<file path="src/rtl/status_pin_pkg.sv">
package status_pin_pkg;
  localparam int SEL_W  = 3;
  localparam int NUM_IO = 2;

  typedef enum logic [SEL_W-1:0] {
    SRC_NONE0  = 3'b000,
    SRC_UNLOCK = 3'b001,
    SRC_DONE   = 3'b010,
    SRC_NONE3  = 3'b011,
    SRC_NONE4  = 3'b100,
    SRC_IO0    = 3'b101,
    SRC_IO1    = 3'b110,
    SRC_NONE7  = 3'b111
  } pin_src_e;
endpackage

</file>
<file path="src/rtl/status_sync.sv">
module status_sync #(
  parameter int W      = 2,
  parameter int STAGES = 2
) (
  input  logic         clk,
  input  logic         rst_n,
  input  logic [W-1:0] d_i,
  output logic [W-1:0] q_o
);
  logic [W-1:0] chain [STAGES];

  generate
    for (genvar s = 0; s < STAGES; s++) begin : g_stage
      always_ff @(posedge clk or negedge rst_n) begin
        if (!rst_n) chain[s] <= '0;
        else if (s == 0) chain[s] <= d_i;
        else chain[s] <= chain[(s == 0) ? 0 : s-1];
      end
    end
  endgenerate

  assign q_o = chain[STAGES-1];
endmodule

</file>
<file path="src/rtl/status_done_flag.sv">
module status_done_flag (
  input  logic clk,
  input  logic rst_n,
  input  logic cnt_en_i,
  input  logic cnt_done_i,
  input  logic ce_rise_i,
  output logic done_o
);
  logic cnt_en_q;
  logic clr;

  always_ff @(posedge clk or negedge rst_n) begin
    if (!rst_n) cnt_en_q <= 1'b0;
    else cnt_en_q <= cnt_en_i;
  end

  assign clr = (cnt_en_i & ~cnt_en_q) | ce_rise_i;

  always_ff @(posedge clk or negedge rst_n) begin
    if (!rst_n) done_o <= 1'b0;
    else if (clr) done_o <= 1'b0;
    else if (cnt_done_i) done_o <= 1'b1;
  end

  // clear wins over a coincident set
  p_clear_wins_r5: assert property (@(posedge clk) disable iff (!rst_n)
    (cnt_en_i && !cnt_en_q) |=> !done_o);
  // serial access start clears the flag
  p_ce_clears_r6: assert property (@(posedge clk) disable iff (!rst_n)
    ce_rise_i |=> !done_o);
  // set by the done pulse when nothing clears
  p_set_r5: assert property (@(posedge clk) disable iff (!rst_n)
    (cnt_done_i && !ce_rise_i && !(cnt_en_i && !cnt_en_q)) |=> done_o);
endmodule

</file>
<file path="src/rtl/status_pin_mux.sv">
module status_pin_mux
  import status_pin_pkg::*;
(
  input  logic [SEL_W-1:0]  sel_i,
  input  logic              unlock_i,
  input  logic              done_i,
  input  logic [NUM_IO-1:0] io_lvl_i,
  input  logic [NUM_IO-1:0] io_is_out_i,
  input  logic              ce_s_i,
  input  logic              rd_mode_i,
  input  logic              rd_q_i,
  output logic              pull_low_o
);
  pin_src_e src;
  assign src = pin_src_e'(sel_i);

  always_comb begin
    pull_low_o = 1'b0;
    if (ce_s_i) begin
      pull_low_o = rd_mode_i ? ~rd_q_i : 1'b0;
    end else begin
      unique case (src)
        SRC_UNLOCK: pull_low_o = unlock_i;
        SRC_DONE:   pull_low_o = done_i;
        SRC_IO0:    pull_low_o = ~io_is_out_i[0] & ~io_lvl_i[0];
        SRC_IO1:    pull_low_o = ~io_is_out_i[1] & ~io_lvl_i[1];
        default:    pull_low_o = 1'b0;
      endcase
    end
  end
endmodule

</file>
<file path="src/rtl/status_pin_ctrl.sv">
module status_pin_ctrl
  import status_pin_pkg::*;
(
  input  logic              clk,
  input  logic              rst_n,
  input  logic [SEL_W-1:0]  sel_i,
  input  logic              unlock_i,
  input  logic              cnt_en_i,
  input  logic              cnt_done_i,
  input  logic [NUM_IO-1:0] io_lvl_i,
  input  logic [NUM_IO-1:0] io_is_out_i,
  input  logic              ce_i,
  input  logic              ser_clk_i,
  input  logic              rd_mode_i,
  input  logic              rd_bit_i,
  output logic              pull_low_o
);
  localparam int SYNC_STAGES = 2;

  logic [1:0] async_in, sync_out;
  logic       ce_s, sclk_s, ce_d, sclk_d;
  logic       ce_rise, sclk_rise;
  logic       rd_q, done, pull_nxt;

  assign async_in = {ser_clk_i, ce_i};

  // both serial controls cross through the synchronizer
  status_sync #(.W(2), .STAGES(SYNC_STAGES)) u_sync (
    .clk(clk), .rst_n(rst_n), .d_i(async_in), .q_o(sync_out)
  );
  assign ce_s   = sync_out[0];
  assign sclk_s = sync_out[1];

  always_ff @(posedge clk or negedge rst_n) begin
    if (!rst_n) begin
      ce_d   <= 1'b0;
      sclk_d <= 1'b0;
    end else begin
      ce_d   <= ce_s;
      sclk_d <= sclk_s;
    end
  end
  assign ce_rise   = ce_s & ~ce_d;
  assign sclk_rise = sclk_s & ~sclk_d;

  // read bit held between serial clock edges
  always_ff @(posedge clk or negedge rst_n) begin
    if (!rst_n) rd_q <= 1'b1;
    else if (ce_s && rd_mode_i && sclk_rise) rd_q <= rd_bit_i;
  end

  status_done_flag u_flag (
    .clk(clk), .rst_n(rst_n), .cnt_en_i(cnt_en_i), .cnt_done_i(cnt_done_i),
    .ce_rise_i(ce_rise), .done_o(done)
  );

  status_pin_mux u_mux (
    .sel_i(sel_i), .unlock_i(unlock_i), .done_i(done), .io_lvl_i(io_lvl_i),
    .io_is_out_i(io_is_out_i), .ce_s_i(ce_s), .rd_mode_i(rd_mode_i),
    .rd_q_i(rd_q), .pull_low_o(pull_nxt)
  );

  always_ff @(posedge clk or negedge rst_n) begin
    if (!rst_n) pull_low_o <= 1'b0;
    else pull_low_o <= pull_nxt;
  end

  // write transfer keeps the pin open
  p_write_open_r9: assert property (@(posedge clk) disable iff (!rst_n)
    (ce_s && !rd_mode_i) |=> !pull_low_o);
  // read transfer shows the captured bit
  p_read_bit_r10: assert property (@(posedge clk) disable iff (!rst_n)
    (ce_s && rd_mode_i) |=> (pull_low_o == !$past(rd_q)));
  // an output-configured shared pin is never mirrored
  p_io_out_open_r8: assert property (@(posedge clk) disable iff (!rst_n)
    (!ce_s && sel_i == SRC_IO0 && io_is_out_i[0]) |=> !pull_low_o);
  // idle codes leave the pin open
  p_idle_open_r2: assert property (@(posedge clk) disable iff (!rst_n)
    (!ce_s && (sel_i == 3'b000 || sel_i == 3'b011 || sel_i == 3'b100 || sel_i == 3'b111))
    |=> !pull_low_o);
  // done-select mirrors the flag
  p_done_sel_r4: assert property (@(posedge clk) disable iff (!rst_n)
    (!ce_s && sel_i == SRC_DONE) |=> (pull_low_o == $past(done)));
endmodule

</file>
<file path="config.mk">
export PLATFORM = sky130hd
export DESIGN_NAME = status_pin_ctrl
export DESIGN_NICKNAME = d
export VERILOG_FILES = /design/src/rtl/status_pin_pkg.sv /design/src/rtl/status_sync.sv /design/src/rtl/status_done_flag.sv /design/src/rtl/status_pin_mux.sv /design/src/rtl/status_pin_ctrl.sv
export SDC_FILE = /design/constraint.sdc
export NUM_CORES = 1
export LEC_CHECK = 0
export BUFFER_PORTS_ARGS = -buffer_cell sky130_fd_sc_hd__buf_2
export CAP_MARGIN = 20
export CORE_AREA = 2 2 39 41
export DETAILED_ROUTE_END_ITERATION = 6
export DIE_AREA = 0 0 41 43
export HOLD_SLACK_MARGIN = 0.15
export SYNTH_ARGS = -nofsm -noshare
export SYNTH_HDL_FRONTEND = slang
export SYNTH_SLANG_ARGS = --single-unit
</file>
<file path="constraint.sdc">
create_clock -name clk -period 2.5 [get_ports clk]
set_input_delay 0.75 -clock clk [delete_from_list [all_inputs] [get_ports clk]]
set_output_delay 0.75 -clock clk [all_outputs]
set_load 0.02 [all_outputs]
</file>
# Word level (Yosys, flattened, before mapping)
# Index checks and enable logic that the tools add are counted.
[totals]
rom_bits = 0
regBits = 10
output_inout_bits = 1
ram_bits = 0
inputBits = 16
word_cells = 34
latch_bits = 0
memories = 0
[op_classes]
bitwise = 14
n_reduce_logical = 3
shift = 0
n_eq_ne = 4
add_sub_neg = 0
div = 0
n_mux = 5
n_lt_le_gt_ge = 0
n_mul = 0
[op_table]
columns = ["operator", "n"]
rows = [
  ["1-bit inverter", 8],
  ["3-bit == test, second input constant", 2],
  ["1-bit bitwise AND", 5],
  ["1-bit 2-to-1 mux", 4],
  ["1-bit one-hot mux with 4 select lines", 1],
  ["3-bit by 1-bit == test with 1-bit output, second input constant", 1],
  ["3-bit by 2-bit == test with 1-bit output, second input constant", 1],
  ["1-bit logical AND", 2],
  ["2-bit nonzero test", 1],
  ["1-bit OR", 1],
]

# Longest topological paths before layout
[depth]
ltp_word = 4
ltp_mapped = 5
ltp_nobuf = 5

# Cells and area by module
# From an unflattened synthesis, not the netlist that was laid out.
[unflattened]
hier_cells = 29
hier_area_um2 = 407.9
[modules_own_cells]
columns = ["mod", "area_each_um2", "seq_area_each_um2", "cells_per_inst", "n_inst"]
rows = [
  ["status_pin_ctrl", 127.6, 101.3, 7, 1],
  ["status_sync", 115.1, 100.1, 6, 1],
  ["status_pin_mux", 87.6, 0.0, 11, 1],
  ["status_done_flag", 77.6, 50.0, 5, 1],
]

# Worst setup path before layout
# Ideal clock, no wire load.
[synth_path]
path_kind = "input-to-reg"
start = "input sel_i[1]"
end = "register pull_low_o"
arrival_ps = 1439
path_stages = 5
setup_ps = 128
t_required_ps = 2372
slack_ps = 933
cell_sequence = "inv_1 -> ha_1 -> a22o_1 -> a211oi_1 -> o32ai_1"
[synth_via]
elab_chain_cells = 3
elab_cells_between_ends = 6
classes_between = "4 x eq/ne; 2 x mux"
[synth_rtl]
columns = ["element", "line", "rtl"]
rows = [
  ["start, declared", "status_pin_ctrl.sv:6", "input logic [SEL_W-1:0] sel_i,"],
  ["3-bit == test, or another cell as far along", "status_pin_mux.sv:22", "unique case (src)"],
  ["1-bit one-hot mux with 4 select lines *", "status_pin_mux.sv:22", ""],
  ["1-bit 2-to-1 mux *", "status_pin_mux.sv:19", "if (ce_s_i) begin"],
  ["via pull_nxt", "status_pin_ctrl.sv:23", "logic rd_q, done, pull_nxt;"],
  ["end signal, assigned", "status_pin_ctrl.sv:65", "else pull_low_o <= pull_nxt;"],
  ["end, declared", "status_pin_ctrl.sv:16", "output logic pull_low_o"],
]
# Mark *: on every way through the listed nets, which the timed path passes. The rest lies on a longest branch.
# A chain may end at the register's enable or synchronous reset.

# Worst setup path in the final report
[layout_path]
start = "register pull_low_o"
end = "output pull_low_o"
# No word-level cell between the ends.

==> qor.yml <==
layout:
  diodes: 0
  multiInputGateArea_um2: 110
  layout_common_cells: "16 x buf_2, 9 x dfrtp_1, 5 x inv_1, 3 x clkbuf_4"
  nFillCells: 143
  nNetsFinal: 66
  syn2layout_area_growth_pct: 35.9
  regArea_um2: 251
  layout.cells.most_common: "buf_2"
  drive_gt1_share_pct: 44.7
synthesis:
  ys_types: 13
  ys_warn_count: 0
  synth_largest_area_cell: "dfrtp_1"
  synth_compound_area_share_pct: 9.54
  synthAdderAreaFrac_pct: 6.58
  syn_nets: 45
  ys_ff_latch: 10
  yosysSeqAreaShare_pct: 66.1
  synth_top_family_by_area: "simple AND/OR/NAND/NOR gates"
  synth-simple-area-share_pct: 9.87
  syn-instance-count: 27
  synthMuxAreaShare_pct: 2.96
  syn-cell-area_um2: 380
  synth-xor-area-share_pct: 0
  synth_area_per_cell_um2: 14.1
  ys_top_cells_by_area: "dfrtp_1 59%, dfstp_2 6.9%, and4bb_1 6.6%, ha_1 6.6%, inv_1 4.9%"
  yosys.area.top_type_share_pct: 59.2
clocking:
  cts_sinks: 10
  clk_pin_slew_ps: 70
  ctsResizeCount: 0
  tritoncts: "yes"
  postCtsSetupBuffers: 0
  clockBufferDepth: 2
  root_buffer: "clkbuf_4"
  numCtsBuffers: 3
  postCtsHoldBufs: 0
  h-tree-depth: 1
  clk_latency_ps: 260
detailed_routing:
  dr.pass1.iters: 2
  drt_wl_total_um: 660
  drt_iter0_drc: 1
  vias: 270
  antenna_left: 0
  drc: 0
  viasPerCell: 4.29
  wl_per_cell_um: 10.5
sta:
  fmax_mhz: 663
  final_hold_viol_count: 0
  slew_violations: 0
  clock-skew-final_ps: 4.43
  finalSetupTns_ps: 0
  finalCritPeriodShare_pct: 60.3
  worst_pin_slew_ps: 221
  layout_min_cycle_time_ps: 1510
  hold-worst-slack_ps: 334
  max_slew_margin_pct: 85.2
  rsz0062_at_grt: "no"
  finalSetupViolations: 0
power:
  p_per_area_mw_per_mm2: 687
  p_leak_nw: 0.275
  p_switching_uw: 71.9
  intPower_uw: 283
  switching_share_pct: 20.3
  peakVddDrop_v: 0.000431
  seq_power_share_pct: 51.4
  pwr-share-comb_pct: 9.3
  clkPwrFrac_pct: 39.3
critical_path:
  crit_slowest_cell: "dfrtp_1"
  worstPathCellList: "buf_2"
  cpPeakStageDelay_ps: 350
  crit_buf_inv: 1
  endpoint_kind: "output pin"
  worstPathRequired_ps: 1750
  path_max_fanout: 1
  critPathKind: "register to output pin"
  crit_family: "flip-flops"
  worstPathArrival_ps: 760
  cp-start-kind: "register"
floorplan:
  die_y_um: 43
  num_io_pins: 17
  row_count: 14
  dieArea_mm2: 0.00176
  die-width_um: 41
  initial_core_util_pct: 27.5
  core_mm2: 0.00138
status:
  outcome: "finished, final reports clean"
global_route:
  grt_pass1_vias: 302
  antenna_found_initial: 0
  grt_first_pass_wirelength_um: 1150
  grt_overflow_total: 0
  grt_start_max_net_pins: 11
  track_usage_pct: 10.1
placed_design:
  place_congestion: 0.633
  port_buffers: 16
  hpwl_um: 550
flow_run:
  drv_cap: 0
hold_path:
  min_path_type: "input port to async pin"
## cell usage after synthesis, drive strengths merged
| cell type | count |
|---|---|
| mux2 | 1 |
| nand2 | 1 |
| dfrtp | 9 |
| and4bb | 2 |
| a211oi | 1 |
| o22ai | 1 |
| o32ai | 1 |
| ha | 2 |
| dfstp | 1 |
| a22o | 1 |
| nand4b | 1 |
| a21oi | 1 |
| inv | 5 |
## kinds of logic after synthesis
family                   after synthesis
AO/OA/AOI/OAI                          5
multiplexers                           1
adder cells (fa/ha/maj)                2
flip-flops                            10
buffers and inverters                  5
AND/OR/NAND/NOR                        4
## registers in the layout, indices dropped and copies added, names as in the netlist
register and count:
ce_d 1, pull_low_o 1, rd_q 1, sclk_d 1
u_flag.cnt_en_q 1, u_flag.done_o 1, u_sync.chain 2, u_sync.q_o 2
## layer usage
metal | wire (um) | vias up | GRT usage, % | part of all wire [%]
met3 | 86 | 2 | 8.38 | 13
met5 | 0 | - | 0 | 0
met1 | 268 | 119 | 10.8 | 41
li1 | - | 134 | - | -
met4 | 8 | 0 | 2.00 | 1.2
met2 | 296 | 15 | 15.0 | 45
## final cells by class
type / instances / area share, %
Multi-Input combinational cell: 12 / 21.3
Inverter: 5 / 3.63
Clock buffer: 4 / 7.02
Timing Repair Buffer: 16 / 15.5
Sequential cell: 10 / 48.7
Tap cell: 16 / 3.87
## per-stage QoR
step / util, % / std cells / instance area [um^2] / worst slack [ps] / power, mW
2_1_floorplan: - / 27 / 380 / 933 / 0.199
3_3_place_gp: 34.7 / 59 / 480 / 765 / 0.219
3_5_place_dp: 34.7 / 59 / 480 / 744 / 0.220
4_1_cts: 37.3 / 63 / 517 / 985 / 0.361
5_1_grt: 37.3 / 63 / 517 / 908 / 0.375
6_report: 37.3 / 63 / 517 / 992 / 0.355
## power groups by stage
stage	Sequential, mW	Clock, mW	Combinational [mW]
floorplan	0.186	0	0.0127
global placement	0.186	0	0.0333
detailed placement	0.186	0	0.0337
CTS	0.183	0.144	0.0341
global route	0.185	0.152	0.0386
finish	0.182	0.139	0.0332
## worst paths after layout
| kind | slack (ps) | from | cells past startpoint | to |
|---|---|---|---|---|
| setup / recovery | 990 | pull_low_o | 1 | pull_low_o |
| hold / removal | 330 | rst_n | 1 | u_sync.q_o[0] |
| setup reg to reg | 1430 | u_flag.done_o | 3 | pull_low_o |
| hold reg to reg | 340 | u_sync.chain[2] | 0 | u_sync.q_o[0] |
| max in group asynchronous | 1910 | rst_n | 1 | rd_q |
| min in group clk | 340 | u_sync.chain[2] | 0 | u_sync.q_o[0] |
(Power assumes the default switching activity.)
